$ cat src/rtl/hop_pkg.sv
package hop_pkg;

  typedef enum logic {
    SYN_A = 1'b0,
    SYN_B = 1'b1
  } synth_e;

  // Affine permutation over a prime-sized slot set: mult must be coprime to n.
  function automatic int unsigned hop_entry(input int unsigned i,
                                            input int unsigned n,
                                            input int unsigned mult,
                                            input int unsigned offs);
    return (mult * i + offs) % n;
  endfunction

endpackage

$ cat src/rtl/hop_seq_rom.sv
module hop_seq_rom #(
  parameter int unsigned NUM_SLOTS = 43,
  parameter int unsigned HOP_MULT  = 17,
  parameter int unsigned HOP_OFFS  = 5,
  localparam int         CH_W      = $clog2(NUM_SLOTS)
) (
  input  logic [CH_W-1:0] addr0_i,
  input  logic [CH_W-1:0] addr1_i,
  output logic [CH_W-1:0] data0_o,
  output logic [CH_W-1:0] data1_o
);

  logic [CH_W-1:0] tbl [NUM_SLOTS];

  for (genvar g = 0; g < NUM_SLOTS; g++) begin : g_tbl
    assign tbl[g] = CH_W'(hop_pkg::hop_entry(g, NUM_SLOTS, HOP_MULT, HOP_OFFS));
  end

  // Addresses are kept below NUM_SLOTS by the scheduler.
  assign data0_o = tbl[addr0_i];
  assign data1_o = tbl[addr1_i];

endmodule

$ cat src/rtl/hop_dwell_timer.sv
module hop_dwell_timer #(
  parameter int unsigned DWELL_CYC = 16,
  localparam int         CNT_W     = (DWELL_CYC > 1) ? $clog2(DWELL_CYC) : 1
) (
  input  logic clk,
  input  logic rst_n,
  input  logic restart_i,
  input  logic run_i,
  output logic boundary_o
);

  localparam logic [CNT_W-1:0] LAST = CNT_W'(DWELL_CYC - 1);

  logic [CNT_W-1:0] cnt_q, cnt_d;
  logic             cnt_en;

  assign boundary_o = run_i && (cnt_q == LAST);
  assign cnt_en     = restart_i || run_i;

  always_comb begin
    cnt_d = cnt_q;
    if (restart_i)       cnt_d = '0;
    else if (boundary_o) cnt_d = '0;
    else                 cnt_d = cnt_q + 1'b1;
  end

  always_ff @(posedge clk or negedge rst_n) begin
    if (!rst_n)      cnt_q <= '0;
    else if (cnt_en) cnt_q <= cnt_d;
  end

endmodule

$ cat src/rtl/hop_pingpong_sched.sv
module hop_pingpong_sched
  import hop_pkg::*;
#(
  parameter int unsigned NUM_SLOTS = 43,
  localparam int         CH_W      = $clog2(NUM_SLOTS)
) (
  input  logic            clk,
  input  logic            rst_n,
  input  logic            resync_i,
  input  logic [CH_W-1:0] start_idx_i,
  input  logic            boundary_i,
  output logic            running_o,
  output logic [CH_W-1:0] rd_addr0_o,
  output logic [CH_W-1:0] rd_addr1_o,
  input  logic [CH_W-1:0] rd_data0_i,
  input  logic [CH_W-1:0] rd_data1_i,
  output logic            synth_sel_o,
  output logic [CH_W-1:0] ch_a_o,
  output logic            ld_a_o,
  output logic [CH_W-1:0] ch_b_o,
  output logic            ld_b_o,
  output logic            hop_tick_o,
  output logic [CH_W-1:0] seq_idx_o
);

  localparam logic [CH_W-1:0] LAST_IDX = CH_W'(NUM_SLOTS - 1);

  function automatic logic [CH_W-1:0] idx_inc(input logic [CH_W-1:0] x);
    return (x == LAST_IDX) ? '0 : x + 1'b1;
  endfunction

  logic            run_q, run_d;
  synth_e          sel_q, sel_d;
  logic [CH_W-1:0] idx_q, idx_d;
  logic [CH_W-1:0] cha_q, cha_d, chb_q, chb_d;
  logic            lda_q, lda_d, ldb_q, ldb_d;
  logic            tick_q, tick_d;
  logic [CH_W-1:0] start_c, nxt_idx, nxt2_idx;

  always_comb begin
    start_c  = (start_idx_i > LAST_IDX) ? '0 : start_idx_i;
    nxt_idx  = idx_inc(idx_q);
    nxt2_idx = idx_inc(nxt_idx);
  end

  // Port 0 serves only the resync load; port 1 serves the retune.
  assign rd_addr0_o = start_c;
  assign rd_addr1_o = resync_i ? idx_inc(start_c) : nxt2_idx;

  always_comb begin
    run_d  = run_q;
    sel_d  = sel_q;
    idx_d  = idx_q;
    cha_d  = cha_q;
    chb_d  = chb_q;
    lda_d  = 1'b0;
    ldb_d  = 1'b0;
    tick_d = 1'b0;
    if (resync_i) begin
      run_d = 1'b1;
      sel_d = SYN_A;
      idx_d = start_c;
      cha_d = rd_data0_i;
      chb_d = rd_data1_i;
      lda_d = 1'b1;
      ldb_d = 1'b1;
    end else if (boundary_i) begin
      tick_d = 1'b1;
      idx_d  = nxt_idx;
      if (sel_q == SYN_A) begin
        sel_d = SYN_B;
        cha_d = rd_data1_i;
        lda_d = 1'b1;
      end else begin
        sel_d = SYN_A;
        chb_d = rd_data1_i;
        ldb_d = 1'b1;
      end
    end
  end

  always_ff @(posedge clk or negedge rst_n) begin
    if (!rst_n) begin
      run_q  <= 1'b0;
      sel_q  <= SYN_A;
      idx_q  <= '0;
      cha_q  <= '0;
      chb_q  <= '0;
      lda_q  <= 1'b0;
      ldb_q  <= 1'b0;
      tick_q <= 1'b0;
    end else begin
      run_q  <= run_d;
      sel_q  <= sel_d;
      idx_q  <= idx_d;
      cha_q  <= cha_d;
      chb_q  <= chb_d;
      lda_q  <= lda_d;
      ldb_q  <= ldb_d;
      tick_q <= tick_d;
    end
  end

  assign running_o   = run_q;
  assign synth_sel_o = sel_q;
  assign ch_a_o      = cha_q;
  assign ld_a_o      = lda_q;
  assign ch_b_o      = chb_q;
  assign ld_b_o      = ldb_q;
  assign hop_tick_o  = tick_q;
  assign seq_idx_o   = idx_q;

endmodule

$ cat src/rtl/hop_pingpong_ctrl.sv
module hop_pingpong_ctrl #(
  parameter int unsigned CLK_FREQ_HZ = 100_000_000,
  parameter int unsigned DWELL_US    = 10_000,
  parameter int unsigned NUM_SLOTS   = 43,
  parameter int unsigned HOP_MULT    = 17,
  parameter int unsigned HOP_OFFS    = 5,
  localparam int         CH_W        = $clog2(NUM_SLOTS)
) (
  input  logic            clk,
  input  logic            rst_n,
  input  logic            resync_i,
  input  logic [CH_W-1:0] start_idx_i,
  output logic            synth_sel_o,
  output logic [CH_W-1:0] ch_a_o,
  output logic            ld_a_o,
  output logic [CH_W-1:0] ch_b_o,
  output logic            ld_b_o,
  output logic            hop_tick_o,
  output logic [CH_W-1:0] seq_idx_o
);

  localparam int unsigned DWELL_CYC = (CLK_FREQ_HZ / 1_000_000) * DWELL_US;

  logic            boundary, running;
  logic [CH_W-1:0] rd_addr0, rd_addr1, rd_data0, rd_data1;

  hop_dwell_timer #(
    .DWELL_CYC (DWELL_CYC)
  ) u_timer (
    .clk        (clk),
    .rst_n      (rst_n),
    .restart_i  (resync_i),
    .run_i      (running),
    .boundary_o (boundary)
  );

  hop_seq_rom #(
    .NUM_SLOTS (NUM_SLOTS),
    .HOP_MULT  (HOP_MULT),
    .HOP_OFFS  (HOP_OFFS)
  ) u_rom (
    .addr0_i (rd_addr0),
    .addr1_i (rd_addr1),
    .data0_o (rd_data0),
    .data1_o (rd_data1)
  );

  hop_pingpong_sched #(
    .NUM_SLOTS (NUM_SLOTS)
  ) u_sched (
    .clk         (clk),
    .rst_n       (rst_n),
    .resync_i    (resync_i),
    .start_idx_i (start_idx_i),
    .boundary_i  (boundary),
    .running_o   (running),
    .rd_addr0_o  (rd_addr0),
    .rd_addr1_o  (rd_addr1),
    .rd_data0_i  (rd_data0),
    .rd_data1_i  (rd_data1),
    .synth_sel_o (synth_sel_o),
    .ch_a_o      (ch_a_o),
    .ld_a_o      (ld_a_o),
    .ch_b_o      (ch_b_o),
    .ld_b_o      (ld_b_o),
    .hop_tick_o  (hop_tick_o),
    .seq_idx_o   (seq_idx_o)
  );

endmodule

$ cat config.mk
export PLATFORM = sky130hd
export DESIGN_NAME = hop_pingpong_ctrl
export DESIGN_NICKNAME = d
export VERILOG_FILES = /design/src/rtl/hop_pkg.sv /design/src/rtl/hop_seq_rom.sv /design/src/rtl/hop_dwell_timer.sv /design/src/rtl/hop_pingpong_sched.sv /design/src/rtl/hop_pingpong_ctrl.sv
export SDC_FILE = /design/constraint.sdc
export NUM_CORES = 1
export LEC_CHECK = 0
export BUFFER_PORTS_ARGS = -buffer_cell sky130_fd_sc_hd__buf_2
export CORE_MARGIN = 1.5
export CORE_UTILIZATION = 39
export DETAILED_ROUTE_END_ITERATION = 7
export HOLD_SLACK_MARGIN = 0.06
export PLACE_DENSITY = 0.68
export REMOVE_ABC_BUFFERS = 1
export SLEW_MARGIN = 15
export SYNTH_ARGS = -nofsm -noshare
export SYNTH_HDL_FRONTEND = slang
export SYNTH_SLANG_ARGS = --single-unit
$ cat constraint.sdc
create_clock -name clk -period 4.45 [get_ports clk]
set_input_delay 0.2225 -clock clk [delete_from_list [all_inputs] [get_ports clk]]
set_output_delay 0.2225 -clock clk [all_outputs]
set_load 0.01 [all_outputs]
# [Word-level counts from Yosys, hierarchy flattened]
# Memory sizes are Yosys's and may differ from the RTL's.
# Cells that the tools add are included.
# W data, S select, Z words.
[classes] n_eq_ne=5 mux=29 add_sub_neg=4 n_div=0 reduce_logical=6 shift=0 order_cmp=3 n_mul=0 bitwise_logic=2
[ops] cell="$mux W6" count=17
[ops] cell="$mux W20" count=2
[ops] cell="$add A20 B1 Y20 const B" count=1
[ops] cell="$eq A20 B20 Y1 const B" count=1
[ops] cell="$add A6 B1 Y6 const B" count=3
[ops] cell="$eq A6 B6 Y1 const B" count=3
[ops] cell="$ge A7 B7 Y1 const B" count=2
[ops] cell="$not A6 Y7" count=2
[ops] cell="$mux W1" count=10
[ops] cell="$gt A6 B6 Y1 const B" count=1
[ops] cell="$reduce_and A2 Y1" count=2
[ops] cell="$reduce_bool A2 Y1" count=2
[ops] cell="$ne A2 B2 Y1 const B" count=1
[ops] cell="$logic_and A1 B1 Y1" count=1
[ops] cell="$logic_or A1 B1 Y1" count=1
[word_totals] in_bits=9 ff_bits=43 wordCells=60 ramBits=0 output_inout_bits=22 latch_bits=0 rom_bits=768 mem_count=2
[memory_table] name="(name not given)" words=64 word_bits=6 rd=1 rd_clocked_by_memory_dff=0 wr=0 line="hop_seq_rom.sv:20" text="assign data0_o = tbl[addr0_i];"
[memory_table] name="(name not given)" words=64 word_bits=6 rd=1 rd_clocked_by_memory_dff=0 wr=0 line="hop_seq_rom.sv:21" text="assign data1_o = tbl[addr1_i];"

# [Depth between registers and ports, before layout]
[depth] ltp_word=12 mapped_depth=18 ltp_nobuf=17

# [Modules after synthesis]
# A second synthesis with hierarchy kept.
[hier_totals] cells_unflattened=472 area_unflattened_um2=3897.5
[modules_own_cells] mod="hop_pingpong_sched" n_inst=1 cells_per_inst=172 seq_area_each_um2=575.6 area_each_um2=1534.0
[modules_own_cells] mod="hop_seq_rom" n_inst=1 cells_per_inst=182 seq_area_each_um2=0.0 area_each_um2=1260.0
[modules_own_cells] mod="hop_dwell_timer" n_inst=1 cells_per_inst=118 seq_area_each_um2=500.5 area_each_um2=1103.6

# [Worst setup path after synthesis]
# Ideal clock, no wire load.
[synth_path] path_kind="reg-to-reg" startpoint="reg u_sched.idx_q[0] (netlist: u_sched.seq_idx_o[0])" endpoint="reg u_sched.cha_q[1] (netlist: u_sched.ch_a_o[1])" setup_time_ns=0.126 period_less_slack_ns=3.678 n_path_buf=3 path_stages_with_launch=18 t_required_ns=4.324 setup_slack_ns=0.772 arrival_ns=3.552 path_cell_list="dfrtp_1 > buf_2 > inv_1 > ha_1 > and3b_1 > buf_6 > or3_4 > a2111o_1 > a22o_1 > buf_6 > ha_1 > o31ai_1 > a31oi_1 > o32ai_1 > a22oi_1 > o31ai_1 > a211oi_1 > o311a_1"
[synth_between] elab_chain_cells=12 elab_cells_between_ends=14 classes_between="add/sub: 2; eq/ne: 2; mux: 8; bitwise: 1; memory: 1"
[synth_lines] item="start: declaration" line="hop_pingpong_sched.sv:34" text="logic [CH_W-1:0] idx_q, idx_d;"
[synth_lines] item="start signal: assignment" line="hop_pingpong_sched.sv:95" text="idx_q <= idx_d;"
[synth_lines] item="$add A6 B1 Y6 or $eq A6 B6 Y1 (tied branches)" line="hop_pingpong_sched.sv:29" text="return (x == LAST_IDX) ? '0 : x + 1'b1;"
[synth_lines] item="$mux W6 (*)" line="hop_pingpong_sched.sv:29"
[synth_lines] item="$add A6 B1 Y6 or $eq A6 B6 Y1 (tied branches)" line="hop_pingpong_sched.sv:29"
[synth_lines] item="$mux W6 (*)" line="hop_pingpong_sched.sv:29"
[synth_lines] item="$mux W6 (*)" line="hop_pingpong_sched.sv:48" text="assign rd_addr1_o = resync_i ? idx_inc(start_c) : nxt2_idx;"
[synth_lines] item="$not A6 Y7 (not written as such) (*)" line="hop_seq_rom.sv:21"
[synth_lines] item="$mem_v2 Z64 W6 (*)"
[synth_lines] item="$mux W6 (not written as such) (*) (2 in series)" line="hop_seq_rom.sv:21"
[synth_lines] item="$mux W6 (*)" line="hop_pingpong_sched.sv:70" text="if (sel_q == SYN_A) begin"
[synth_lines] item="$mux W6 (*)" line="hop_pingpong_sched.sv:67" text="end else if (boundary_i) begin"
[synth_lines] item="$mux W6 (*)" line="hop_pingpong_sched.sv:59" text="if (resync_i) begin"
[synth_lines] item="end signal: assignment" line="hop_pingpong_sched.sv:96" text="cha_q <= cha_d;"
[synth_lines] item="end: declaration" line="hop_pingpong_sched.sv:35" text="logic [CH_W-1:0] cha_q, cha_d, chb_q, chb_d;"
# Every way passes the cells marked *; elsewhere a longest branch is shown, timed or not. The select of a mux whose other input is x is not followed.
# A chain may end at the register's enable or synchronous reset.

# [Worst setup path after layout]
[layout_path] startpoint="reg u_sched.idx_q[0] (netlist: u_sched.seq_idx_o[0])" endpoint="reg u_sched.chb_q[1] (netlist: u_sched.ch_b_o[1])"
[layout_between] elab_chain_cells=12 elab_cells_between_ends=14 classes_between="add/sub: 2; eq/ne: 2; mux: 8; bitwise: 1; memory: 1"
[layout_lines] item="$add A6 B1 Y6 or $eq A6 B6 Y1 (tied branches)" line="hop_pingpong_sched.sv:29"
[layout_lines] item="$mux W6 (*)" line="hop_pingpong_sched.sv:29"
[layout_lines] item="$add A6 B1 Y6 or $eq A6 B6 Y1 (tied branches)" line="hop_pingpong_sched.sv:29"
[layout_lines] item="$mux W6 (*)" line="hop_pingpong_sched.sv:29"
[layout_lines] item="$mux W6 (*)" line="hop_pingpong_sched.sv:48"
[layout_lines] item="$not A6 Y7 (not written as such) (*)" line="hop_seq_rom.sv:21"
[layout_lines] item="$mem_v2 Z64 W6 (*)"
[layout_lines] item="$mux W6 (not written as such) (*) (2 in series)" line="hop_seq_rom.sv:21"
[layout_lines] item="$mux W6" line="hop_pingpong_sched.sv:70"
[layout_lines] item="$mux W6" line="hop_pingpong_sched.sv:67"
[layout_lines] item="$mux W6 (*)" line="hop_pingpong_sched.sv:59"
[layout_lines] item="end signal: assignment" line="hop_pingpong_sched.sv:97" text="chb_q <= chb_d;"
[layout_lines] item="end: declaration" line="hop_pingpong_sched.sv:35"
# Marked as above.

==> impl_metrics.xml <==
<?xml version="1.0" encoding="UTF-8"?>
<metrics>
  <group name="status">
    <metric name="run_status" unit="">finished clean</metric>
  </group>
  <group name="synthesis">
    <metric name="synthTopCellsByCount" unit="">sky130_fd_sc_hd__nor2_1 (48), sky130_fd_sc_hd__nand2_1 (47), sky130_fd_sc_hd__dfrtp_1 (43)</metric>
    <metric name="async_reset_ff_frac" unit="">1.00</metric>
    <metric name="synthesis.area" unit="um2">4010</metric>
    <metric name="synth-edff-count" unit="">0</metric>
    <metric name="main_area_contributors_after_synthesis" unit="">sky130_fd_sc_hd__dfrtp_1 (27%), sky130_fd_sc_hd__ha_1 (6.2%), sky130_fd_sc_hd__mux2i_1 (4.5%)</metric>
    <metric name="synthesis.area_per_instance" unit="um2">7.97</metric>
    <metric name="synth_top_cell_by_area" unit="">sky130_fd_sc_hd__dfrtp_1</metric>
    <metric name="synth_largest_type_area_fraction" unit="">0.268</metric>
    <metric name="synthDistinctLibCells" unit="">71</metric>
    <metric name="yosys_warnings" unit="">0</metric>
    <metric name="yosysSeqAreaShare" unit="">0.268</metric>
    <metric name="synth_most_common_cell" unit="">sky130_fd_sc_hd__nor2_1</metric>
    <metric name="synth_top_flop_cell" unit="">sky130_fd_sc_hd__dfrtp_1</metric>
    <metric name="synth_seq_cells" unit="">43</metric>
    <metric name="postSynthCellCount" unit="">503</metric>
  </group>
  <group name="route">
    <metric name="maxUsedRoutingLayer" unit="">met4</metric>
    <metric name="met2_wirelength" unit="um">4990</metric>
    <metric name="route.vias.total" unit="">3794</metric>
    <metric name="route.detailed.drc" unit="">0</metric>
    <metric name="drt_iter0_markers" unit="">160</metric>
    <metric name="detail-route-antenna-nets" unit="">0</metric>
    <metric name="routed_via_density" unit="">5.90</metric>
    <metric name="routed-wl-met3" unit="um">587</metric>
    <metric name="drt-pass1-iter-count" unit="">4</metric>
    <metric name="detail_route.wl_per_cell" unit="um">16.7</metric>
    <metric name="met1Wirelength" unit="um">4860</metric>
    <metric name="routed_wl" unit="um">10700</metric>
  </group>
  <group name="sta">
    <metric name="setup-tns-final" unit="ns">0</metric>
    <metric name="fin_worst_skew" unit="ns">0.00866</metric>
    <metric name="final_max_slew_viol_count" unit="">0</metric>
    <metric name="unrepaired_setup_endpoints_after_global_routing" unit="">no</metric>
    <metric name="fmax" unit="MHz">247</metric>
    <metric name="period_share" unit="">0.908</metric>
    <metric name="worstMarginPinSlew" unit="ns">1.06</metric>
    <metric name="timing.slew.headroom" unit="">0.291</metric>
    <metric name="fin_crit" unit="ns">4.04</metric>
    <metric name="timing.final.setup_violations" unit="">0</metric>
    <metric name="report.final.hold_viol_count" unit="">0</metric>
    <metric name="postLayoutSetupSlackWorst" unit="ns">0.409</metric>
  </group>
  <group name="worst_setup_path">
    <metric name="worst-setup-path-type" unit="">reg2reg</metric>
    <metric name="worstPathCellList" unit="">inv_1 -&gt; ha_1 -&gt; and3b_1 -&gt; or3_4 -&gt; a2111o_1 -&gt; a22o_1 -&gt; ha_1 -&gt; o31ai_1 -&gt; a31oi_1 -&gt; o32ai_1 -&gt; a22oi_1 -&gt; o31ai_1 -&gt; a211oi_1 -&gt; o22a_1</metric>
    <metric name="rr_endpoint" unit="">u_sched.ch_b_o[1]</metric>
    <metric name="required" unit="ns">4.72</metric>
    <metric name="crit_path_top_delay_cell" unit="">sky130_fd_sc_hd__dfrtp_1</metric>
    <metric name="worst-endpoint-arrival" unit="ns">4.31</metric>
    <metric name="timing.rr.start" unit="">u_sched.seq_idx_o[0]</metric>
    <metric name="cp.buffers_inverters" unit="">1</metric>
    <metric name="regToRegSetupSlack" unit="ns">0.41</metric>
    <metric name="critPathTopFamily" unit="">compound AO/OA/AOI/OAI gates</metric>
    <metric name="cpPeakStageDelay" unit="ns">0.54</metric>
    <metric name="worst_reg_to_reg_cells" unit="">14</metric>
    <metric name="critical_path_peak_fanout" unit="">12</metric>
    <metric name="worst_setup_path_start_kind" unit="">register</metric>
    <metric name="timing.critical_path.to_type" unit="">register</metric>
  </group>
  <group name="grt">
    <metric name="largest_net_degree_at_the_start_of_global_routing" unit="">44</metric>
    <metric name="number_of_global_route_vias_before_repair" unit="">3622</metric>
    <metric name="globalRoute.totalOverflow" unit="">0</metric>
    <metric name="grtUsageTotal" unit="">0.203</metric>
    <metric name="antenna_violations_before_repair" unit="">0</metric>
    <metric name="grt_pass1_wl" unit="um">18000</metric>
  </group>
  <group name="power">
    <metric name="static-leakage-power" unit="nW">1.78</metric>
    <metric name="max-vdd-ir-drop" unit="mV">0.154</metric>
    <metric name="total_power" unit="mW">1.25</metric>
    <metric name="power-per-cell-area" unit="nW/um2">291</metric>
  </group>
  <group name="cells_and_area">
    <metric name="final_instance_count_without_filler_cells" unit="">643</metric>
    <metric name="drive_above_1_share" unit="">0.118</metric>
    <metric name="design.final.nets" unit="">538</metric>
    <metric name="multiInputGateArea" unit="um2">2680</metric>
    <metric name="fillerInstances" unit="">971</metric>
    <metric name="ff_latch_area" unit="um2">1080</metric>
    <metric name="area.growth.synth_to_final" unit="%">7.12</metric>
    <metric name="num_antenna_cells" unit="">0</metric>
  </group>
  <group name="floorplanning">
    <metric name="design.portCount" unit="">31</metric>
    <metric name="rows" unit="">36</metric>
    <metric name="fp.dieH" unit="um">104</metric>
    <metric name="initial_utilization" unit="">0.406</metric>
    <metric name="chipWidth" unit="um">104</metric>
    <metric name="die_area" unit="um2">10900</metric>
    <metric name="floorplan.core_area" unit="um2">9860</metric>
  </group>
  <group name="placement">
    <metric name="dpl_worst_slack" unit="ns">0.455</metric>
    <metric name="placed_cells_incl_taps" unit="">635</metric>
    <metric name="port_buffers" unit="">30</metric>
    <metric name="hpwlAfterDp" unit="um">7830</metric>
    <metric name="gp_congestion" unit="">0.907</metric>
  </group>
  <group name="clock_network">
    <metric name="cts_tree" unit="">done</metric>
    <metric name="clk_transition_reported_paths" unit="ns">0.10</metric>
    <metric name="post_cts.resized_instances" unit="">0</metric>
    <metric name="cts_sinks" unit="">43</metric>
    <metric name="post_cts.repair.setup_buffers" unit="">0</metric>
    <metric name="cts.hold.buffers_added" unit="">0</metric>
    <metric name="clk_root_buffer_cell" unit="">sky130_fd_sc_hd__clkbuf_8</metric>
    <metric name="clock_latency" unit="ns">0.32</metric>
    <metric name="tritoncts.num_buffers" unit="">5</metric>
    <metric name="cts_buffer_depth" unit="">2</metric>
    <metric name="cts.htree.levels" unit="">2</metric>
  </group>
  <group name="job">
    <metric name="drv_cap" unit="">0</metric>
  </group>
  <group name="min_path">
    <metric name="min-delay-path-class" unit="">in2async</metric>
  </group>
</metrics>
-- worst register-to-register path: stages, from the launching register on --
cell and delay, ns:
sky130_fd_sc_hd__dfrtp_1 0.54, sky130_fd_sc_hd__inv_1 0.08, sky130_fd_sc_hd__ha_1 0.23, sky130_fd_sc_hd__and3b_1 0.27, sky130_fd_sc_hd__or3_4 0.42, sky130_fd_sc_hd__a2111o_1 0.50, sky130_fd_sc_hd__a22o_1 0.38, sky130_fd_sc_hd__ha_1 0.41
sky130_fd_sc_hd__o31ai_1 0.08, sky130_fd_sc_hd__a31oi_1 0.15, sky130_fd_sc_hd__o32ai_1 0.09, sky130_fd_sc_hd__a22oi_1 0.22, sky130_fd_sc_hd__o31ai_1 0.10, sky130_fd_sc_hd__a211oi_1 0.31, sky130_fd_sc_hd__o22a_1 0.19
-- worst max path at each step --
stage / startpoint / end / depth (start not counted) / slack (ns)
3_5_place_dp: u_sched.seq_idx_o[0] / u_sched.ch_b_o[1] / 14 / 0.46
3_3_place_gp: u_sched.seq_idx_o[0] / u_sched.ch_b_o[1] / 14 / 0.54
5_1_grt: u_sched.seq_idx_o[0] / u_sched.ch_a_o[1] / 14 / 0.07
2_1_floorplan: u_sched.seq_idx_o[0] / u_sched.ch_a_o[1] / 14 / 0.80
4_1_cts: u_sched.seq_idx_o[0] / u_sched.ch_b_o[1] / 14 / 0.42
6_report: u_sched.seq_idx_o[0] / u_sched.ch_b_o[1] / 14 / 0.41
-- layer usage --
layer,GRT usage,up-vias
li1,-,1842
met5,0,-
met3,0.0464,21
met2,0.326,131
met1,0.264,1800
met4,0.0784,0
-- cells in the final DEF (no fill, tap or decap), types with 5 or more instances in the layout --
master                     count
sky130_fd_sc_hd__a211oi_1     10
sky130_fd_sc_hd__a21o_1        5
sky130_fd_sc_hd__a21oi_1      35
sky130_fd_sc_hd__a31oi_1      14
sky130_fd_sc_hd__and3_1        8
sky130_fd_sc_hd__buf_2        30
sky130_fd_sc_hd__buf_4         8
sky130_fd_sc_hd__clkbuf_8      5
sky130_fd_sc_hd__dfrtp_1      43
sky130_fd_sc_hd__ha_1         20
sky130_fd_sc_hd__inv_1        19
sky130_fd_sc_hd__mux2i_1      18
sky130_fd_sc_hd__nand2_1      47
sky130_fd_sc_hd__nand2b_1     12
sky130_fd_sc_hd__nand3_1      16
sky130_fd_sc_hd__nand3b_1      6
sky130_fd_sc_hd__nand4_1       5
sky130_fd_sc_hd__nor2_1       48
sky130_fd_sc_hd__nor2b_1       6
sky130_fd_sc_hd__nor3_1       17
sky130_fd_sc_hd__nor4_1        5
sky130_fd_sc_hd__o211ai_1      6
sky130_fd_sc_hd__o21ai_0      20
sky130_fd_sc_hd__o21ai_1       5
sky130_fd_sc_hd__or3_1         6
sky130_fd_sc_hd__xnor2_1      11
sky130_fd_sc_hd__xor2_1       12
-- registers in the layout, summed over array words and instances, names as in the netlist --
signal,count
u_sched.seq_idx_o,6
u_sched.ch_a_o,6
u_sched.synth_sel_o,1
u_sched.hop_tick_o,1
u_sched.ch_b_o,6
u_sched.running_o,1
u_timer.cnt_q,20
u_sched.ld_b_o,1
u_sched.ld_a_o,1
-- power breakdown --
part	leakage, nW	internal (mW)	total (mW)	switching [mW]
logic	1.19	0.203	0.514	0.311
registers	0.549	0.424	0.455	0.0314
clock network	0.0408	0.113	0.279	0.167
total	1.78	0.739	1.25	0.509
-- kinds of logic (layout without fill, tap and decap cells) --
family	count (synthesis)	after routing	synth area share
AO/OA/AOI/OAI	147	147	0.259
XOR/XNOR	23	23	0.0503
adder cells (fa/ha/maj)	20	20	0.0624
buffers and inverters	58	65	0.0637
flip-flops	43	43	0.268
multiplexers	23	23	0.0628
AND/OR/NAND/NOR	189	189	0.233
-- area by class of cell --
cell class | instances | share of cell area
clock buffers | 5 | 0.0160
clock inverters | 3 | 0.00554
inverters | 19 | 0.0166
multi-input cells | 402 | 0.623
flip-flops and latches | 43 | 0.251
well taps | 133 | 0.0388
repair buffers | 38 | 0.0490
-- through the flow --
step	util	area, um2	hold slack, ns
floorplan	-	3820	-0.0731
global placement	0.426	4200	0.436
detailed placement	0.426	4200	0.438
CTS	0.435	4290	0.0849
global route	0.435	4290	0.130
finish	0.435	4290	0.0435
Note: power is estimated with default switching activity, not from simulation.
